[src/rtl/s2m_pkg.sv]
package s2m_pkg;
  localparam int WORD_W = 32;

  // Reverse the byte lanes of one word.
  function automatic logic [WORD_W-1:0] byte_swap(input logic [WORD_W-1:0] w);
    logic [WORD_W-1:0] r;
    for (int b = 0; b < WORD_W / 8; b++) begin
      r[8*b +: 8] = w[WORD_W-8-8*b +: 8];
    end
    return r;
  endfunction
endpackage

[src/rtl/s2m_fifo.sv]
module s2m_fifo #(
  parameter int DEPTH = 128,
  parameter int DW    = 32,
  localparam int PW   = $clog2(DEPTH),
  localparam int LW   = $clog2(DEPTH + 1)
) (
  input  logic          clk,
  input  logic          rst,
  input  logic          push,
  input  logic [DW-1:0] push_data,
  input  logic          pop,
  output logic [DW-1:0] pop_data,
  output logic [LW-1:0] count,
  output logic [LW-1:0] count_nxt,
  output logic          full,
  output logic          empty
);
  logic [DW-1:0] mem [DEPTH];
  logic [PW-1:0] wp, rp;
  logic [DW-1:0] rd_q;

  // Storage without reset so that it maps onto block RAM.
  always_ff @(posedge clk) begin
    if (push) mem[wp] <= push_data;
    if (pop)  rd_q    <= mem[rp];
  end

  always_comb begin
    case ({push, pop})
      2'b10:   count_nxt = count + LW'(1);
      2'b01:   count_nxt = count - LW'(1);
      default: count_nxt = count;
    endcase
  end

  always_ff @(posedge clk) begin
    if (rst) begin
      wp    <= '0;
      rp    <= '0;
      count <= '0;
    end else begin
      if (push) wp <= (wp == PW'(DEPTH - 1)) ? '0 : wp + PW'(1);
      if (pop)  rp <= (rp == PW'(DEPTH - 1)) ? '0 : rp + PW'(1);
      count <= count_nxt;
    end
  end

  assign full     = (count == LW'(DEPTH));
  assign empty    = (count == '0);
  assign pop_data = rd_q;

  a_r1_no_overflow: assert property (@(posedge clk) disable iff (rst)
    push |-> (count != LW'(DEPTH)));
  a_r1_no_underflow: assert property (@(posedge clk) disable iff (rst)
    pop |-> (count != '0));
endmodule

[src/rtl/s2m_levels.sv]
module s2m_levels #(
  parameter int DEPTH  = 128,
  parameter int HIT_LO = 16,
  parameter int HIT_HI = 122,
  localparam int LW    = $clog2(DEPTH + 1)
) (
  input  logic          clk,
  input  logic          rst,
  input  logic [LW-1:0] occ_nxt,
  input  logic [LW-1:0] hit_code,
  input  logic [LW-1:0] wm_code,
  output logic          level_hit,
  output logic          wm_flag
);
  logic [LW-1:0] hit_thr, wm_thr;

  // Clamp the codes into their legal ranges.
  always_comb begin
    if (hit_code < LW'(HIT_LO))      hit_thr = LW'(HIT_LO + 1);
    else if (hit_code > LW'(HIT_HI)) hit_thr = LW'(HIT_HI + 1);
    else                             hit_thr = hit_code + LW'(1);
    wm_thr = (wm_code > LW'(DEPTH)) ? LW'(DEPTH) : wm_code;
  end

  // Compare against the next occupancy so the flags line up with the level.
  always_ff @(posedge clk) begin
    if (rst) begin
      level_hit <= 1'b0;
      wm_flag   <= 1'b0;
    end else begin
      level_hit <= (occ_nxt >= hit_thr);
      wm_flag   <= (occ_nxt >= wm_thr);
    end
  end
endmodule

[src/rtl/s2m_writer.sv]
module s2m_writer #(
  parameter int AW = 32,
  parameter int CW = 16
) (
  input  logic          clk,
  input  logic          rst,
  input  logic          start,
  input  logic [AW-1:0] base_addr,
  input  logic [CW-1:0] word_count,
  input  logic          pause_out,
  input  logic          fifo_empty,
  output logic          pop,
  output logic          m_valid,
  output logic [AW-1:0] m_addr,
  input  logic          m_ready,
  output logic          busy,
  output logic          done
);
  logic [CW-1:0] issue_left, beat_left;
  logic [AW-1:0] addr_q;

  assign pop = busy && !pause_out && !fifo_empty && (issue_left != '0)
               && (!m_valid || m_ready);

  always_ff @(posedge clk) begin
    if (rst) begin
      busy       <= 1'b0;
      done       <= 1'b0;
      issue_left <= '0;
      beat_left  <= '0;
      addr_q     <= '0;
      m_valid    <= 1'b0;
      m_addr     <= '0;
    end else begin
      done <= 1'b0;
      if (!busy && start) begin
        if (word_count == '0) begin
          done <= 1'b1;
        end else begin
          busy       <= 1'b1;
          issue_left <= word_count;
          beat_left  <= word_count;
          addr_q     <= base_addr;
        end
      end
      if (pop) begin
        m_valid    <= 1'b1;
        m_addr     <= addr_q;
        addr_q     <= addr_q + AW'(1);
        issue_left <= issue_left - CW'(1);
      end else if (m_ready) begin
        m_valid <= 1'b0;
      end
      if (m_valid && m_ready) begin
        beat_left <= beat_left - CW'(1);
        if (beat_left == CW'(1)) begin
          busy <= 1'b0;
          done <= 1'b1;
        end
      end
    end
  end

  a_r6_hold_write: assert property (@(posedge clk) disable iff (rst)
    (m_valid && !m_ready) |=> (m_valid && $stable(m_addr)));
  a_r7_pause_blocks: assert property (@(posedge clk) disable iff (rst)
    (pause_out && !m_valid) |=> !m_valid);
  a_r9_done_idle: assert property (@(posedge clk) disable iff (rst)
    done |-> !busy);
endmodule

[src/rtl/s2m_rx_fifo.sv]
module s2m_rx_fifo
  import s2m_pkg::*;
#(
  parameter int DEPTH  = 128,
  parameter int AW     = 32,
  parameter int CW     = 16,
  parameter int HIT_LO = 16,
  parameter int HIT_HI = 122,
  localparam int LW    = $clog2(DEPTH + 1)
) (
  input  logic              clk,
  input  logic              rst,
  input  logic              start,
  input  logic [AW-1:0]     base_addr,
  input  logic [CW-1:0]     word_count,
  input  logic              swap_bytes,
  input  logic [LW-1:0]     hit_code,
  input  logic [LW-1:0]     wm_code,
  input  logic              pause_in,
  input  logic              pause_out,
  input  logic              s_valid,
  input  logic [WORD_W-1:0] s_data,
  output logic              s_ready,
  output logic              m_wr_valid,
  output logic [AW-1:0]     m_wr_addr,
  output logic [WORD_W-1:0] m_wr_data,
  input  logic              m_wr_ready,
  output logic              busy,
  output logic              done,
  output logic [LW-1:0]     level,
  output logic              level_hit,
  output logic              wm_flag
);
  logic              push, pop, full, empty;
  logic [LW-1:0]     occ_nxt;
  logic [WORD_W-1:0] rd_word;
  logic              swap_q;

  assign s_ready = !full && !pause_in;
  assign push    = s_valid && s_ready;

  s2m_fifo #(.DEPTH(DEPTH), .DW(WORD_W)) u_fifo (
    .clk(clk), .rst(rst), .push(push), .push_data(s_data),
    .pop(pop), .pop_data(rd_word), .count(level), .count_nxt(occ_nxt),
    .full(full), .empty(empty)
  );

  s2m_levels #(.DEPTH(DEPTH), .HIT_LO(HIT_LO), .HIT_HI(HIT_HI)) u_levels (
    .clk(clk), .rst(rst), .occ_nxt(occ_nxt), .hit_code(hit_code),
    .wm_code(wm_code), .level_hit(level_hit), .wm_flag(wm_flag)
  );

  s2m_writer #(.AW(AW), .CW(CW)) u_writer (
    .clk(clk), .rst(rst), .start(start), .base_addr(base_addr),
    .word_count(word_count), .pause_out(pause_out), .fifo_empty(empty),
    .pop(pop), .m_valid(m_wr_valid), .m_addr(m_wr_addr),
    .m_ready(m_wr_ready), .busy(busy), .done(done)
  );

  // Byte order is fixed for the whole transfer.
  always_ff @(posedge clk) begin
    if (rst)                swap_q <= 1'b0;
    else if (!busy && start) swap_q <= swap_bytes;
  end

  assign m_wr_data = swap_q ? byte_swap(rd_word) : rd_word;

  a_r2_hit_floor: assert property (@(posedge clk) disable iff (rst)
    level_hit |-> (level >= LW'(HIT_LO + 1)));
  a_r6_hold_data: assert property (@(posedge clk) disable iff (rst)
    (m_wr_valid && !m_wr_ready) |=> $stable(m_wr_data));
  a_r5_pause_in: assert property (@(posedge clk) disable iff (rst)
    pause_in |=> (level <= $past(level)));
endmodule

[config.mk]
export PLATFORM = sky130hd
export DESIGN_NAME = s2m_rx_fifo
export DESIGN_NICKNAME = d
export VERILOG_FILES = /design/src/rtl/s2m_pkg.sv /design/src/rtl/s2m_fifo.sv /design/src/rtl/s2m_levels.sv /design/src/rtl/s2m_writer.sv /design/src/rtl/s2m_rx_fifo.sv
export SDC_FILE = /design/constraint.sdc
export NUM_CORES = 2
export LEC_CHECK = 0
export ABC_AREA = 1
export BUFFER_PORTS_ARGS = -buffer_cell sky130_fd_sc_hd__buf_2
export CAP_MARGIN = 10
export CORE_MARGIN = 10
export CORE_UTILIZATION = 47
export CTS_BUF_LIST = sky130_fd_sc_hd__clkbuf_4 sky130_fd_sc_hd__clkbuf_8 sky130_fd_sc_hd__clkbuf_16
export CTS_CLUSTER_SIZE = 24
export DETAILED_ROUTE_END_ITERATION = 6
export PLACE_DENSITY_LB_ADDON = 0.12
export SETUP_SLACK_MARGIN = 0.4
export SYNTH_ARGS = -nofsm -noshare
export SYNTH_HDL_FRONTEND = slang
export SYNTH_SLANG_ARGS = --single-unit
export TNS_END_PERCENT = 1
[constraint.sdc]
create_clock -name clk -period 5.5 [get_ports clk]
set_clock_uncertainty 0.15 [all_clocks]
set_input_delay 0.275 -clock clk [delete_from_list [all_inputs] [get_ports clk]]
set_output_delay 0.275 -clock clk [all_outputs]
set_load 0.01 [all_outputs]
[Word level (Yosys, flattened, before mapping)]
Memory sizes are Yosys's and may differ from the RTL's. A register that Yosys moved wholly into a read port is not among the register bits.
Index checks and enable logic that the tools add are counted.
Cells by class
  $lt $le $gt $ge: 5
  eq/ne operators: 8
  muxes and demuxes: 26
  add/sub/neg operators: 8
  reduce and logical (&&, ||, !) cells: 23
Operators with widths (number)
  32-bit 2-to-1 mux: 4
  16-bit 2-to-1 mux: 4
  32-bit by 1-bit adder with 32-bit output, second input constant: 1
  16-bit by 1-bit subtractor with 16-bit output, second input constant: 2
  8-bit 2-to-1 mux: 3
  8-bit by 1-bit adder with 8-bit output, second input constant: 2
  16-bit by 1-bit equality test with 1-bit output, second input constant: 1
  8-bit >= comparator: 2
  16-bit zero test: 1
  8-bit one-hot mux with 2 select lines: 1
  16-bit nonzero test: 1
  7-bit by 1-bit adder with 7-bit output, second input constant: 2
  7-bit equality test, second input constant: 2
  7-bit 2-to-1 mux: 2
  1-bit 2-to-1 mux: 12
  8-bit equality test, second input constant: 1
  8-bit by 7-bit > comparator with 1-bit output, second input constant: 1
  8-bit > comparator, second input constant: 1
  1-bit logical AND: 8
  8-bit zero test: 1
  8-bit by 5-bit less-than comparator with 1-bit output, second input constant: 1
  8-bit by 1-bit subtractor with 8-bit output, second input constant: 1
  1-bit zero test: 6
  2-bit nonzero test: 3
  5 further kinds: 7
Storage, ports and cells
  bits of input ports: 104
  word-level logic and storage cells: 84
  memories: 1
  bits in writable memories: 4096
  bits in registers: 124
  output and inout bits: 78
Memory list
  u_fifo.mem: depth 128, width 32, rd ports 1, clocked after Yosys merged registers in 1, write ports 1, RTL line s2m_fifo.sv:18  | logic [DW-1:0] mem [DEPTH];

[Longest topological paths before layout]
  word-level depth: 8
  depth in mapped cells: 29
  mapped depth without buffers: 27

[By module]
Synthesis repeated with hierarchy kept, for this count alone.
Second synthesis, totals
  cells, all modules: 17521
  area, all modules: 181039.9 um^2
Modules (own cells, without submodules)
  s2m_fifo: times used 1, area an instance 174001.9 um^2, cells an instance 16361, sequential area each 124399.3 um^2
  s2m_writer: times used 1, area an instance 5851.9 um^2, cells an instance 956, sequential area each 1981.9 um^2
  s2m_levels: times used 1, area an instance 675.6 um^2, cells an instance 107, sequential area each 40.0 um^2
  s2m_rx_fifo: times used 1, area an instance 510.5 um^2, cells an instance 97, sequential area each 20.0 um^2

[Worst setup path before layout]
OpenSTA, ideal clock, no wires.
  kind: reg-to-reg
  start: register u_writer.issue_left[0]
  end: register u_levels.wm_flag
  buffers on the path: 2
  cell stages (with the launch flop): 28
  path slack: 851 ps
  arrival: 4380 ps
  required time: 5230 ps
  library setup time: 120 ps
  clock period less this slack: 4649 ps
  cells stage by stage: dfxtp_1 -> inv_1 -> ha_1 -> nand3_1 -> nor2_1 -> nand2_1 -> nand3_1 -> inv_2 -> clkbuf_1 -> ha_1 -> buf_2 -> nor2_1 -> nor2_1 -> ha_1 -> o21bai_1 -> nand2_1 -> nand2_1 -> xor2_1 -> nand2_1 -> o21ai_0 -> inv_1 -> ha_1 -> nand2_1 -> inv_1 -> nand2_1 -> nand3_1 -> a21oi_1 -> a21oi_1
Between the ends
  cells in the longest elaborated chain, start to end: 6
  elaborated cells between the ends (all ways): 7
  those cells by class: order compare (1); eq/ne (2); mux (1); reduce/logical (3)
Ends and longest elaborated chain
  start: declaration: RTL line s2m_writer.sv:19  | logic [CW-1:0] issue_left, beat_left;
  start signal: assignment: RTL line s2m_writer.sv:41  | issue_left <= word_count;
  start signal: assignment: RTL line s2m_writer.sv:50  | issue_left <= issue_left - CW'(1);
  16-bit nonzero test (*): RTL line s2m_writer.sv:22  | assign pop = busy && !pause_out && !fifo_empty && (issue_left != '0)
  1-bit logical AND (*): RTL line s2m_writer.sv:22
  1-bit logical AND (*): RTL line s2m_writer.sv:23  | && (!m_valid || m_ready);
  named net pop: RTL line s2m_rx_fifo.sv:34  | logic push, pop, full, empty;
  2-bit by 1-bit equality test with 1-bit output or 2-bit equality test (tied branches): RTL line s2m_fifo.sv:29  | case ({push, pop})
  8-bit one-hot mux with 2 select lines (*): RTL line s2m_fifo.sv:29
  8-bit >= comparator (*): RTL line s2m_levels.sv:32  | wm_flag <= (occ_nxt >= wm_thr);
  end signal: assignment: RTL line s2m_levels.sv:32
  end: declaration: RTL line s2m_levels.sv:13  | output logic wm_flag
Mark *: on every way through the listed nets, which the timed path passes. The rest lies on a longest branch.
A chain may end at the register's enable or synchronous reset.

[Worst setup path after layout]
  start: register u_fifo.count[0]
  end: memory u_fifo.mem[113][18] (enable)
Between the ends
  cells in the longest elaborated chain, start to end: 6
Ends and longest elaborated chain
  start: declaration: RTL line s2m_fifo.sv:13  | output logic [LW-1:0] count,
  start signal: assignment: RTL line s2m_fifo.sv:44  | count <= count_nxt;
  8-bit equality test: RTL line s2m_fifo.sv:48  | assign full = (count == LW'(DEPTH));
  1-bit zero test: RTL line s2m_rx_fifo.sv:39  | assign s_ready = !full && !pause_in;
  1-bit logical AND: RTL line s2m_rx_fifo.sv:39
  1-bit logical AND: RTL line s2m_rx_fifo.sv:40  | assign push = s_valid && s_ready;
  1-bit 2-to-1 mux: RTL line s2m_fifo.sv:24  | if (push) mem[wp] <= push_data;
  1-bit 2-to-1 mux (implied by the code): RTL line s2m_fifo.sv:24
  end: declaration: RTL line s2m_fifo.sv:18
No other way between the ends.

==> impl_metrics.csv <==
group,metric,value,unit
synthesis,synth_area_per_cell,12.0,um2
routing,wl_per_cell,27.5,um
cts,worstSkewPairLatency,1.02,ns
pwr,totalPowerFinal,69.8,mW
placed_design,gp_congestion,0.892,
timing,tightest_slew,1.19,ns
synthesis,yosysTopAreaCellShare,71.9,%
synthesis,syn_inst,14400,
worst_hold_path,hold_start,"word_count[6]",
timing,tns,0,ns
routing,highest_layer,"met5",
final_layout,area_growth,13.3,%
worst_setup_path,crit_type,"register to register",
die,io_pins,182,
pwr,p_leak,66.2,nW
routing,vias,116000,
pwr,power.density,357,mW/mm2
synthesis,yosysSeqAreaShare,73.3,%
worst_setup_path,r2r_slack,0.73,ns
timing,slew_viol_final,0,
cts,clock_sinks,4252,
timing,fmax,210,MHz
routing,met1Wirelength,224,mm
cts,cts_buffer_depth,4,
worst_setup_path,reg2reg_from,"u_fifo.count[0]$_SDFF_PP0_",
synthesis,synth_area_leaders,"edfxtp_1 (72%), nor2_1 (7.4%), o21ai_0 (5.4%), nand2_1 (3.4%), nand3_1 (1.9%)",
worst_setup_path,worstPathRequired,6.00,ns
global_route,grt_max_degree,167,
timing,finalCritPeriodShare,86.8,%
cts,numCtsBuffers,444,
worst_setup_path,worstRegToRegCells,11,
final_layout,final_layout_size_suffix_gt1_share,9.79,%
cts,h-tree-depth,5,
synthesis,synth_edf_count,4128,
routing,vias_per_cell,5.87,
worst_setup_path,rr_endpoint,"u_fifo.mem[113][18]$_DFFE_PP_",
synthesis,ys_async_sr_fraction,0,%
global_route,grt_overflow,0,
worst_setup_path,startpoint_type,"register",
timing,relSlewSlack,20.2,%
worst_hold_path,holdPathEnd,"u_writer.beat_left[6]$_SDFFE_PP0P_",
routing,totalWireLength,545,mm
global_route,antenna_found_initial,20,
routing,drt_iter0_markers,13700,
cts,cts_tree,"built",
routing,first_pass_iters,6,
synthesis,synth-seq-cells,4252,
worst_hold_path,hp-class,"input port to register",
pwr,max-vdd-ir-drop,0.000272,V
flow_run,cap_violations,0,
synthesis,ys_warn_count,0,
placed_design,io_buffers,181,
run_status,status,"complete, no violations",
cts,clkSlewWorstSetupHoldPaths,0.06,ns
timing,worst_slack,0.727,ns
worst_setup_path,cp_max_fo,19,
timing,rsz0062_at_grt,"false",
routing,route.met3.wl,47.3,mm
die,die_y,626,um
worst_hold_path,min_path_cells,4,
routing,wl_met2,249,mm
global_route,grt_pass1_wl,781,mm
die,core,0.366,mm2
synthesis,synth.distinct_cells,44,
synthesis,synth_ff_type,"edfxtp_1",
timing,period_needed,4.77,ns
global_route,grt_pass1_vias,111000,
die,dieArea,0.391,mm2
routing,ant_nets,0,
placed_design,dp_hpwl,309,mm
die,chipWidth,626,um
timing,finalHoldViolations,0,
placed_design,place_ws,1.32,ns
global_route,track_usage,26.9,%
timing,final-setup-viol-count,0,
synthesis,syn_nets,14600,
synthesis,syn_area,0.172,mm2
final_layout,fin_nets,14800,
synthesis,synth_area_leader_cell,"edfxtp_1",
die,initial_core_util,47.2,%
worst_setup_path,end_kind,"register",
worst_setup_path,cp.arrival,5.27,ns
die,rows,222,
routing,drc,0,
cts,cts_root_buffer,"clkbuf_16",
==> cell families after synthesis <==
| family | after synthesis | share of synthesized area, % |
|---|---|---|
| flip-flops | 4252 | 73.3 |
| AND/OR/NAND/NOR | 5767 | 13.2 |
| multiplexers | 1 | 0.00581 |
| XOR/XNOR | 35 | 0.178 |
| buffers and inverters | 1227 | 3.25 |
| AO/OA/AOI/OAI | 3120 | 9.83 |
| adder cells (fa/ha/maj) | 24 | 0.174 |
==> placed cells by master, fill, tap and decap left out, drive strengths merged, types with 2 or more instances in the layout <==
| master | n |
|---|---|
| edfxtp | 4128 |
| nor2 | 3403 |
| o21ai | 2197 |
| nand2 | 1578 |
| nand3 | 655 |
| buf | 563 |
| clkbuf | 541 |
| o211ai | 423 |
| a21oi | 298 |
| inv | 296 |
| clkinv | 234 |
| o22ai | 166 |
| dlygate4sd3 | 124 |
| dfxtp | 124 |
| or2 | 56 |
| nor3 | 37 |
| bufinv | 36 |
| xor2 | 28 |
| a31oi | 26 |
| ha | 24 |
| nand4 | 22 |
| clkinvlp | 11 |
| xnor2 | 7 |
| nor4 | 7 |
| nand3b | 6 |
| diode | 4 |
| o221ai | 3 |
| a211oi | 3 |
| a21boi | 2 |
==> flip-flops by register name (all words and copies together), names as in the netlist, 7 cells and up <==
name	cells
u_fifo.wp	7
u_writer.m_addr	32
u_writer.issue_left	16
u_writer.beat_left	16
u_fifo.pop_data	32
u_fifo.rp	7
u_writer.addr_q	32
u_fifo.mem	4096
u_fifo.count	8
==> metal layers <==
layer  global-route usage (%)  vias to the layer above
met5                        0                        -
met4                     10.5                        2
met3                     4.30                      884
met2                     42.3                     5458
met1                     37.7                    58300
li1                         -                    51800
==> layout make-up <==
type / instances / area (um2)
sequential: 4252 / 126000
inverter: 297 / 1180
tap: 4816 / 6030
clock buffer: 541 / 12000
multi-input combinational: 8947 / 41400
timing repair buffer: 687 / 5920
antenna: 4 / 10.0
fill: 30800 / 170000
clock inverter: 280 / 2380
==> repair_timing <==
| action | 4_1_cts | 5_1_grt |
|---|---|---|
| endpoints found under the hold margin | 2418 | 0 |
| gates resized for setup | 0 | 0 |
| buffers inserted | 0 | 0 |
| hold buffers | 124 | 0 |
==> critical path, cell delays in order, from the launching register on <==
cell           delay, ns
dfxtp_1             0.44
nor2_1              0.07
nand3_1             0.10
nor2_1              0.05
a31oi_1             0.23
nand2_1             0.15
dlygate4sd3_1       0.62
inv_2               0.33
nand4_4             0.69
buf_4               0.55
nor2_4              0.66
buf_4               0.34
==> Yosys cell counts, drive strengths merged, types with 2 or more instances <==
cell,count
a211oi,3
nor3,37
nand3b,6
nand2,1578
a21oi,298
nor4,7
clkbuf,382
ha,24
or2,56
dfxtp,124
clkinv,13
nand4,22
edfxtp,4128
nand3,655
xor2,28
o21ai,2197
o22ai,166
xnor2,7
a21boi,2
o211ai,423
nor2,3403
o221ai,3
a31oi,26
buf,548
inv,284
==> power by group <==
group          internal, mW  switching, mW
combinational          1.12           3.26
clock                  17.2           12.6
sequential             35.6          0.100
total                  53.9           15.9
==> through the flow <==
step	std cells	util (%)	area [um2]	hold WS [ns]
finish	19800	53.4	195000	0.0812
global route	19800	53.4	195000	0.0589
CTS	19800	53.4	195000	0.00564
detailed placement	18900	49.2	180000	0.306
global placement	18900	49.2	180000	0.308
floorplan	14400	-	172000	0.224
==> worst max-delay path by stage <==
stage,startpoint,to
after global placement,u_writer.issue_left[0]$_SDFFE_PP0P_,u_levels.wm_flag$_SDFF_PP0_
after global routing,u_fifo.count[4]$_SDFF_PP0_,u_levels.wm_flag$_SDFF_PP0_
after CTS,u_fifo.count[4]$_SDFF_PP0_,u_fifo.mem[118][12]$_DFFE_PP_
after detailed placement,u_fifo.count[4]$_SDFF_PP0_,u_fifo.mem[118][14]$_DFFE_PP_
final,u_fifo.count[0]$_SDFF_PP0_,u_fifo.mem[113][18]$_DFFE_PP_
after floorplan,u_writer.issue_left[0]$_SDFFE_PP0P_,u_levels.wm_flag$_SDFF_PP0_
Note: power is estimated with default switching activity, not from simulation.
